===== src/rtl/mdsi_pkg.sv =====
package mdsi_pkg;

    // Control byte at register address 0; bit positions are decoded by routing
    typedef struct packed {
        logic gpo_mode;   // 7
        logic gpo_en;     // 6
        logic duplex;     // 5
        logic sw_mode;    // 4
        logic sw_enable;  // 3
        logic addr_en;    // 2
        logic sw_ctrl;    // 1
        logic four_wire;  // 0
    } ctrl_t;

    localparam int CTRL_W = 8;

    typedef struct packed {
        logic chip_en;
        logic mix1;
        logic mix2;
        logic bank;
        logic gpo_oe;
        logic gpo_en;
        logic gpo_mode;
    } route_t;

endpackage


===== src/rtl/mdsi_sync.sv =====
module mdsi_sync #(
    parameter int              WIDTH   = 1,
    parameter int              STAGES  = 2,
    parameter logic [WIDTH-1:0] RST_VAL = '0
) (
    input  logic             clk,
    input  logic             rst_n,
    input  logic [WIDTH-1:0] din,
    output logic [WIDTH-1:0] dout
);
    logic [STAGES-1:0][WIDTH-1:0] chain_d, chain_q;

    always_comb begin
        chain_d[0] = din;
        for (int i = 1; i < STAGES; i++) begin
            chain_d[i] = chain_q[i-1];
        end
    end

    always_ff @(posedge clk or negedge rst_n) begin
        if (!rst_n) chain_q <= {STAGES{RST_VAL}};
        else        chain_q <= chain_d;
    end

    assign dout = chain_q[STAGES-1];
endmodule


===== src/rtl/mdsi_frame.sv =====
module mdsi_frame #(
    parameter int DEV_AW = 2,
    parameter int REG_AW = 7,
    parameter int DATA_W = 16
) (
    input  logic              clk,
    input  logic              rst_n,
    input  logic              en_n_s,
    input  logic              sclk_s,
    input  logic              sdi_s,
    input  logic              four_wire,
    input  logic              addr_en,
    input  logic [DEV_AW-1:0] strap,
    input  logic [DATA_W-1:0] rd_data,
    output logic [REG_AW-1:0] rd_addr,
    output logic              wr_en,
    output logic [REG_AW-1:0] wr_addr,
    output logic [DATA_W-1:0] wr_data,
    output logic              sdio_out,
    output logic              sdio_oe,
    output logic              sdo_out,
    output logic              sdo_oe
);
    localparam int HDR_LEN = 1 + DEV_AW + REG_AW;
    localparam int WR_LEN  = HDR_LEN + DATA_W;
    localparam int TA_BIT  = HDR_LEN + 1;
    localparam int RD_LEN  = TA_BIT + DATA_W;
    localparam int CNT_W   = $clog2(RD_LEN + 2);
    localparam logic [CNT_W-1:0] C_HDR_LAST = CNT_W'(HDR_LEN - 1);
    localparam logic [CNT_W-1:0] C_HDR      = CNT_W'(HDR_LEN);
    localparam logic [CNT_W-1:0] C_WR_LAST  = CNT_W'(WR_LEN - 1);
    localparam logic [CNT_W-1:0] C_WR       = CNT_W'(WR_LEN);
    localparam logic [CNT_W-1:0] C_TA       = CNT_W'(TA_BIT);
    localparam logic [CNT_W-1:0] C_RD       = CNT_W'(RD_LEN);

    typedef struct packed {
        logic              sclk_prev;
        logic [CNT_W-1:0]  cnt;
        logic [HDR_LEN-2:0] hdr;
        logic [DATA_W-1:0] wdata;
        logic [DATA_W-1:0] rshift;
        logic              is_read;
        logic              sel;
        logic              drive;
        logic              dout;
        logic              wr_en;
    } fr_t;

    fr_t fr_d, fr_q;
    logic [HDR_LEN-1:0] hdr_full;
    logic [DEV_AW-1:0]  dev_field;
    logic               rise, fall;

    always_comb begin
        hdr_full  = {fr_q.hdr, sdi_s};
        dev_field = hdr_full[HDR_LEN-2 -: DEV_AW];
        rise      = sclk_s & ~fr_q.sclk_prev;
        fall      = ~sclk_s & fr_q.sclk_prev;

        fr_d           = fr_q;
        fr_d.sclk_prev = sclk_s;
        fr_d.wr_en     = 1'b0;

        if (en_n_s) begin
            fr_d.cnt     = '0;
            fr_d.drive   = 1'b0;
            fr_d.is_read = 1'b0;
            fr_d.sel     = 1'b0;
        end else begin
            if (rise) begin
                if (fr_q.cnt != '1) fr_d.cnt = fr_q.cnt + 1'b1;
                if (fr_q.cnt < C_HDR) begin
                    fr_d.hdr = hdr_full[HDR_LEN-2:0];
                end else if (fr_q.cnt < C_WR) begin
                    fr_d.wdata = {fr_q.wdata[DATA_W-2:0], sdi_s};
                end
                if (fr_q.cnt == C_HDR_LAST) begin
                    fr_d.is_read = hdr_full[HDR_LEN-1];
                    fr_d.sel     = ~addr_en | (dev_field == strap);
                    fr_d.rshift  = rd_data;
                end
                if (fr_q.cnt == C_WR_LAST && !fr_q.is_read && fr_q.sel) begin
                    fr_d.wr_en = 1'b1;
                end
            end
            if (fall) begin
                if (fr_q.cnt >= C_TA && fr_q.cnt < C_RD && fr_q.is_read && fr_q.sel) begin
                    fr_d.drive  = 1'b1;
                    fr_d.dout   = fr_q.rshift[DATA_W-1];
                    fr_d.rshift = {fr_q.rshift[DATA_W-2:0], 1'b0};
                end else begin
                    fr_d.drive = 1'b0;
                end
            end
        end
    end

    always_ff @(posedge clk or negedge rst_n) begin
        if (!rst_n) fr_q <= '0;
        else        fr_q <= fr_d;
    end

    assign rd_addr  = hdr_full[REG_AW-1:0];
    assign wr_en    = fr_q.wr_en;
    assign wr_addr  = fr_q.hdr[REG_AW-1:0];
    assign wr_data  = fr_q.wdata;
    assign sdio_out = fr_q.dout;
    assign sdo_out  = fr_q.dout;
    assign sdio_oe  = fr_q.drive & ~four_wire;
    assign sdo_oe   = fr_q.drive & four_wire;

    AST_DRIVE_IN_FRAME: assert property (@(posedge clk) disable iff (!rst_n)
        fr_q.drive |-> $past(!en_n_s)) else $error("drive outside frame");
    AST_WRITE_AT_END: assert property (@(posedge clk) disable iff (!rst_n)
        fr_q.wr_en |-> ($past(fr_q.cnt) == C_WR_LAST)) else $error("early write");
    AST_NO_WRITE_ON_READ: assert property (@(posedge clk) disable iff (!rst_n)
        fr_q.wr_en |-> !$past(fr_q.is_read)) else $error("write during read");
endmodule


===== src/rtl/mdsi_regs.sv =====
module mdsi_regs #(
    parameter int REG_AW   = 7,
    parameter int DATA_W   = 16,
    parameter int NUM_REGS = 8
) (
    input  logic                 clk,
    input  logic                 rst_n,
    input  logic                 wr_en,
    input  logic [REG_AW-1:0]    wr_addr,
    input  logic [DATA_W-1:0]    wr_data,
    input  logic [REG_AW-1:0]    rd_addr,
    output logic [DATA_W-1:0]    rd_data,
    output mdsi_pkg::ctrl_t      ctrl
);
    import mdsi_pkg::*;
    localparam int GEN_N = NUM_REGS - 1;

    typedef struct packed {
        ctrl_t                          ctrl;
        logic [GEN_N-1:0][DATA_W-1:0]   gen;
    } rg_t;

    rg_t rg_d, rg_q;

    always_comb begin
        rg_d = rg_q;
        if (wr_en) begin
            if (wr_addr == '0) rg_d.ctrl = ctrl_t'(wr_data[CTRL_W-1:0]);
            for (int i = 0; i < GEN_N; i++) begin
                if (wr_addr == REG_AW'(i + 1)) rg_d.gen[i] = wr_data;
            end
        end
    end

    always_comb begin
        rd_data = '0;
        if (rd_addr == '0) rd_data = DATA_W'(rg_q.ctrl);
        for (int i = 0; i < GEN_N; i++) begin
            if (rd_addr == REG_AW'(i + 1)) rd_data = rg_q.gen[i];
        end
    end

    always_ff @(posedge clk or negedge rst_n) begin
        if (!rst_n) rg_q <= '0;
        else        rg_q <= rg_d;
    end

    assign ctrl = rg_q.ctrl;

    AST_CTRL_ONLY_BY_WRITE: assert property (@(posedge clk) disable iff (!rst_n)
        !$stable(rg_q.ctrl) |-> $past(wr_en && wr_addr == '0)) else $error("ctrl changed");
endmodule


===== src/rtl/mdsi_route.sv =====
module mdsi_route (
    input  logic             clk,
    input  logic             rst_n,
    input  logic             pin_enable_s,
    input  logic             pin_mode_s,
    input  mdsi_pkg::ctrl_t  ctrl,
    output mdsi_pkg::route_t rt
);
    import mdsi_pkg::*;
    route_t rt_d, rt_q;
    logic   mode_eff, en_eff;

    always_comb begin
        mode_eff       = ctrl.sw_ctrl ? ctrl.sw_mode   : pin_mode_s;
        en_eff         = ctrl.sw_ctrl ? ctrl.sw_enable : pin_enable_s;
        rt_d.chip_en   = en_eff;
        rt_d.bank      = mode_eff;
        rt_d.mix1      = ctrl.duplex | ~mode_eff;
        rt_d.mix2      = ctrl.duplex | mode_eff;
        rt_d.gpo_oe    = ctrl.sw_ctrl;
        rt_d.gpo_en    = ctrl.sw_ctrl & ctrl.gpo_en;
        rt_d.gpo_mode  = ctrl.sw_ctrl & ctrl.gpo_mode;
    end

    always_ff @(posedge clk or negedge rst_n) begin
        if (!rst_n) rt_q <= '0;
        else        rt_q <= rt_d;
    end

    assign rt = rt_q;

    AST_BOTH_MIX_NEEDS_DUPLEX: assert property (@(posedge clk) disable iff (!rst_n)
        (rt_q.mix1 && rt_q.mix2) |-> $past(ctrl.duplex)) else $error("both mixers");
    AST_GPO_NEEDS_SW: assert property (@(posedge clk) disable iff (!rst_n)
        rt_q.gpo_oe |-> $past(ctrl.sw_ctrl)) else $error("gpo without sw");
endmodule


===== src/rtl/mdsi_slave.sv =====
module mdsi_slave #(
    parameter int DEV_AW      = 2,
    parameter int REG_AW      = 7,
    parameter int DATA_W      = 16,
    parameter int NUM_REGS    = 8,
    parameter int SYNC_STAGES = 2
) (
    input  logic              clk,
    input  logic              rst_n,
    input  logic [DEV_AW-1:0] strap_addr,
    input  logic              bus_en_n,
    input  logic              bus_sclk,
    input  logic              bus_sdio_in,
    output logic              bus_sdio_out,
    output logic              bus_sdio_oe,
    output logic              bus_sdo_out,
    output logic              bus_sdo_oe,
    input  logic              pin_enable,
    input  logic              pin_mode,
    output logic              gpo_oe,
    output logic              gpo_enable_pin,
    output logic              gpo_mode_pin,
    output logic              chip_enable,
    output logic              mix1_on,
    output logic              mix2_on,
    output logic              pll_bank
);
    import mdsi_pkg::*;
    localparam int SYNC_W = 5;

    logic [SYNC_W-1:0] raw_in, sync_out;
    logic [REG_AW-1:0] rd_addr, wr_addr;
    logic [DATA_W-1:0] rd_data, wr_data;
    logic              wr_en;
    ctrl_t             ctrl;
    route_t            rt;

    assign raw_in = {bus_en_n, bus_sclk, bus_sdio_in, pin_enable, pin_mode};

    mdsi_sync #(.WIDTH(SYNC_W), .STAGES(SYNC_STAGES), .RST_VAL(5'b10000)) u_sync (
        .clk(clk), .rst_n(rst_n), .din(raw_in), .dout(sync_out)
    );

    mdsi_frame #(.DEV_AW(DEV_AW), .REG_AW(REG_AW), .DATA_W(DATA_W)) u_frame (
        .clk(clk), .rst_n(rst_n),
        .en_n_s(sync_out[4]), .sclk_s(sync_out[3]), .sdi_s(sync_out[2]),
        .four_wire(ctrl.four_wire), .addr_en(ctrl.addr_en), .strap(strap_addr),
        .rd_data(rd_data), .rd_addr(rd_addr),
        .wr_en(wr_en), .wr_addr(wr_addr), .wr_data(wr_data),
        .sdio_out(bus_sdio_out), .sdio_oe(bus_sdio_oe),
        .sdo_out(bus_sdo_out), .sdo_oe(bus_sdo_oe)
    );

    mdsi_regs #(.REG_AW(REG_AW), .DATA_W(DATA_W), .NUM_REGS(NUM_REGS)) u_regs (
        .clk(clk), .rst_n(rst_n), .wr_en(wr_en), .wr_addr(wr_addr),
        .wr_data(wr_data), .rd_addr(rd_addr), .rd_data(rd_data), .ctrl(ctrl)
    );

    mdsi_route u_route (
        .clk(clk), .rst_n(rst_n),
        .pin_enable_s(sync_out[1]), .pin_mode_s(sync_out[0]),
        .ctrl(ctrl), .rt(rt)
    );

    assign gpo_oe         = rt.gpo_oe;
    assign gpo_enable_pin = rt.gpo_en;
    assign gpo_mode_pin   = rt.gpo_mode;
    assign chip_enable    = rt.chip_en;
    assign mix1_on        = rt.mix1;
    assign mix2_on        = rt.mix2;
    assign pll_bank       = rt.bank;
endmodule


===== config.mk =====
export PLATFORM = sky130hd
export DESIGN_NAME = mdsi_slave
export DESIGN_NICKNAME = d
export VERILOG_FILES = /design/src/rtl/mdsi_pkg.sv /design/src/rtl/mdsi_sync.sv /design/src/rtl/mdsi_frame.sv /design/src/rtl/mdsi_regs.sv /design/src/rtl/mdsi_route.sv /design/src/rtl/mdsi_slave.sv
export SDC_FILE = /design/constraint.sdc
export NUM_CORES = 1
export LEC_CHECK = 0
export BUFFER_PORTS_ARGS = -buffer_cell sky130_fd_sc_hd__buf_2
export CAP_MARGIN = 20
export CORE_MARGIN = 3
export CORE_UTILIZATION = 60
export CTS_CLUSTER_DIAMETER = 120
export DETAILED_ROUTE_END_ITERATION = 8
export PLACE_DENSITY = 0.82
export SLEW_MARGIN = 30
export SYNTH_ARGS = -nofsm -noshare
export SYNTH_HDL_FRONTEND = slang
export SYNTH_SLANG_ARGS = --single-unit
export TNS_END_PERCENT = 50

===== constraint.sdc =====
create_clock -name clk -period 4.85 [get_ports clk]
set_input_delay 0.97 -clock clk [delete_from_list [all_inputs] [get_ports clk]]
set_output_delay 0.97 -clock clk [all_outputs]
set_load 0.01 [all_outputs]

==> out/metrics.yaml <==
ctsResizeCount: 0
die_width_um: 124
p_comb_share_pct: 9.4
initial_core_util_pct: 62.4
cp_top_family: "simple AND/OR/NAND/NOR gates"
p_int_mw: 2.39
vias_per_cell: 6.26
yosysTopAreaCellShare_pct: 55.5
clk_pin_slew_ns: 0.07
final_area_um2: 9150
cts_buffers: 17
num-nets-final: 642
core_um2: 13500
antenna_found_initial: 0
io_buffers: 19
yosys-top-cells-count: "dfrtp_1 (187), mux2_2 (151), nand2_1 (41)"
pwr-share-seq_pct: 50.3
num_vias: 5126
stdcell_count: 819
slew_violations: 0
finalCritPeriodShare_pct: 50.5
antenna_cells: 0
dr.pass1.iters: 5
gp_congestion: 0.825
first_global_vias: 5292
finClkSkew_ns: 0.0100
critPathLaunchType: "flop"
cp-end-kind: "flop"
rrSetupSlack_ns: 2.40
place_area_um2: 8560
grt.total_usage_pct: 24.0
tightest_slew_ns: 1.01
wl_mm: 17.8
fp-row-count: 42
drive_above_1_share_pct: 37.8
wl_met1_mm: 7.88
routed.top_layer: "met4"
max_cap_violations: 0
post_drt_wl_per_cell_um: 21.7
die_h_um: 124
synthMostInstantiatedCell: "dfrtp_1"
p_leak_nw: 4.44
critPathKind: "flop to flop"
crit_buf_inv: 2
final_antenna_net_count: 0
tritoncts: "built"
status: "completed"
setup_viol: 0
synth_seq_cells: 189
syn_area_per_cell_um2: 13.6
peakVddDrop_mv: 0.246
netlist_instances: 621
ys_seq_area_share_pct: 56.2
crit_required_ns: 5.17
clock_latency_ns: 0.44
whs_ns: 0.349
pwr_density_cell_nw_per_um2: 358
grt_pass1_wl_mm: 29.1
utilization_pct: 67.7
grt_overflow: 0
die_area_um2: 15500
post_cts_buffers: 0
clock_sinks: 189
critPathArrivalTime_ns: 2.77
timing.fmax_mhz: 408
hp-class: "flop to flop"
detail_route.iter0.violations: 461
slew-limit-headroom_pct: 32.7
area_growth_syn_to_layout_pct: 8.57
grt_setup_unrepaired: "no"
hpwl_mm: 11.2
crit_chain: "buf_4 > clkinv_1 > nor3_4 > mux2_2"
dr_wl_met3_um: 987
synth_area_um2: 8420
syn_nets: 633
place_inst: 786
cp_slowest_stage_delay_ns: 0.81
finalSetupTns_ns: 0
synth_largest_area_cell: "dfrtp_1"
period_needed_ns: 2.45
synth_area_leaders: "dfrtp_1 (56%), mux2_2 (20%), mux2i_1 (3.3%), nand2_1 (1.8%), mux4_2 (1.6%)"
hold_buffers: 0
wl_met2_mm: 8.58
synth_top_flop_cell: "dfrtp_1"
p_sw_share_pct: 27.0
synth_cell_type_count: 62
synth_enable_flop_cells: 0
cts_max_path_buffers: 2
cts-root-buf: "clkbuf_16"
pin_count: 20
async_flop_share_pct: 100
crit_slowest_cell: "nor3_4"
grt_max_degree: 132
yosys_warnings: 0
ctsHtreeMaxLevel: 4
drc: 0
p_sw_mw: 0.885
pwr-share-clk_pct: 40.3
crit_fanout: 33
report.final.hold_viol_count: 0
state kept, by name, indices dropped and copies added, names as in the netlist, 5 cells and up:
| name | flops |
|---|---|
| u_route.rt | 7 |
| u_sync.dout | 5 |
| u_frame.wr_data | 16 |
| u_sync.chain_d | 5 |
| u_regs.rg_q | 112 |
| u_frame.rd_addr | 6 |
| u_frame.fr_q | 26 |
| u_regs.ctrl | 8 |
cell usage in the layout, fill, tap and decap left out, types with 3 or more instances in the layout:
cell,n
nor3_4,3
inv_1,6
nand4_1,5
mux4_2,6
xor2_1,3
a22oi_1,11
o22a_1,4
mux2i_1,28
buf_4,10
o211ai_1,5
clkbuf_16,17
dfrtp_1,186
buf_2,18
clkinv_4,3
xnor2_1,3
mux2_2,151
nand3_1,10
nor2_1,23
clkinvlp_4,3
inv_8,3
nand2b_1,3
ha_1,3
o21ai_0,11
nor2b_1,8
nand2_1,41
nand3b_1,3
a21oi_1,12
a221oi_1,6
and2_1,3
o221a_2,4
inv_6,5
metrics by stage:
| step | total power, mW | setup WS, ns |
|---|---|---|
| after global placement | 1.96 | 2.55 |
| final | 3.27 | 2.40 |
| after CTS | 3.28 | 2.44 |
| after floorplan | 1.88 | 3.03 |
| after detailed placement | 1.97 | 2.49 |
| after global routing | 3.40 | 2.31 |
kinds of logic (layout without fill, tap and decap cells):
logic type                 Yosys count  after routing  share of synthesized area (%)
muxes                              187            187                           25.4
adders and majority gates            3              3                          0.446
DFF                                189            189                           56.2
buffers and inverters               47             69                           3.52
xor gates and xnor gates             6              6                          0.624
AOI/OAI and AO/OA                   70             70                           6.24
and+or+nand+nor                    119            119                           7.62
worst register-to-register path, stage by stage (launching register included):
cell and delay [ns]:
dfrtp_1 0.36, buf_4 0.36, clkinv_1 0.38, nor3_4 0.81, mux2_2 0.43
final timing paths:
kind	start	endpoint	cells after the start
max in group asynchronous	rst_n	u_sync.chain_d[9]$_DFF_PN1_	3
max reg2reg	u_frame.rd_addr[2]$_DFFE_PN0P_	u_regs.rg_q[27]$_DFFE_PN0P_	4
min in group asynchronous	rst_n	u_frame.fr_q[46]$_DFFE_PN0P_	1
max	u_frame.rd_addr[2]$_DFFE_PN0P_	u_regs.rg_q[27]$_DFFE_PN0P_	4
min	u_sync.chain_d[6]$_DFF_PN0_	u_sync.dout[1]$_DFF_PN0_	0
min reg2reg	u_sync.chain_d[6]$_DFF_PN0_	u_sync.dout[1]$_DFF_PN0_	0
power groups by stage:
stage / sequential [mW] / clock, mW / combinational [mW]
2_1_floorplan: 1.66 / 0 / 0.222
3_3_place_gp: 1.67 / 0 / 0.292
3_5_place_dp: 1.68 / 0 / 0.298
4_1_cts: 1.65 / 1.34 / 0.301
5_1_grt: 1.65 / 1.42 / 0.333
6_report: 1.65 / 1.32 / 0.307
area by class of cell:
class	count	area, um^2
clock buffer	17	425
clock inverter	15	131
fill	955	4360
inverter	7	26.3
multi-input combinational	385	3400
sequential	189	4730
tap	176	220
timing repair buffer	30	208
metal layers:
metal  GRT usage, %  up-vias
met2           38.3      148
met4           7.41        0
met1           32.5     2680
met5              0        -
li1               -     2267
met3           6.26       31
(Power assumes the default switching activity.)
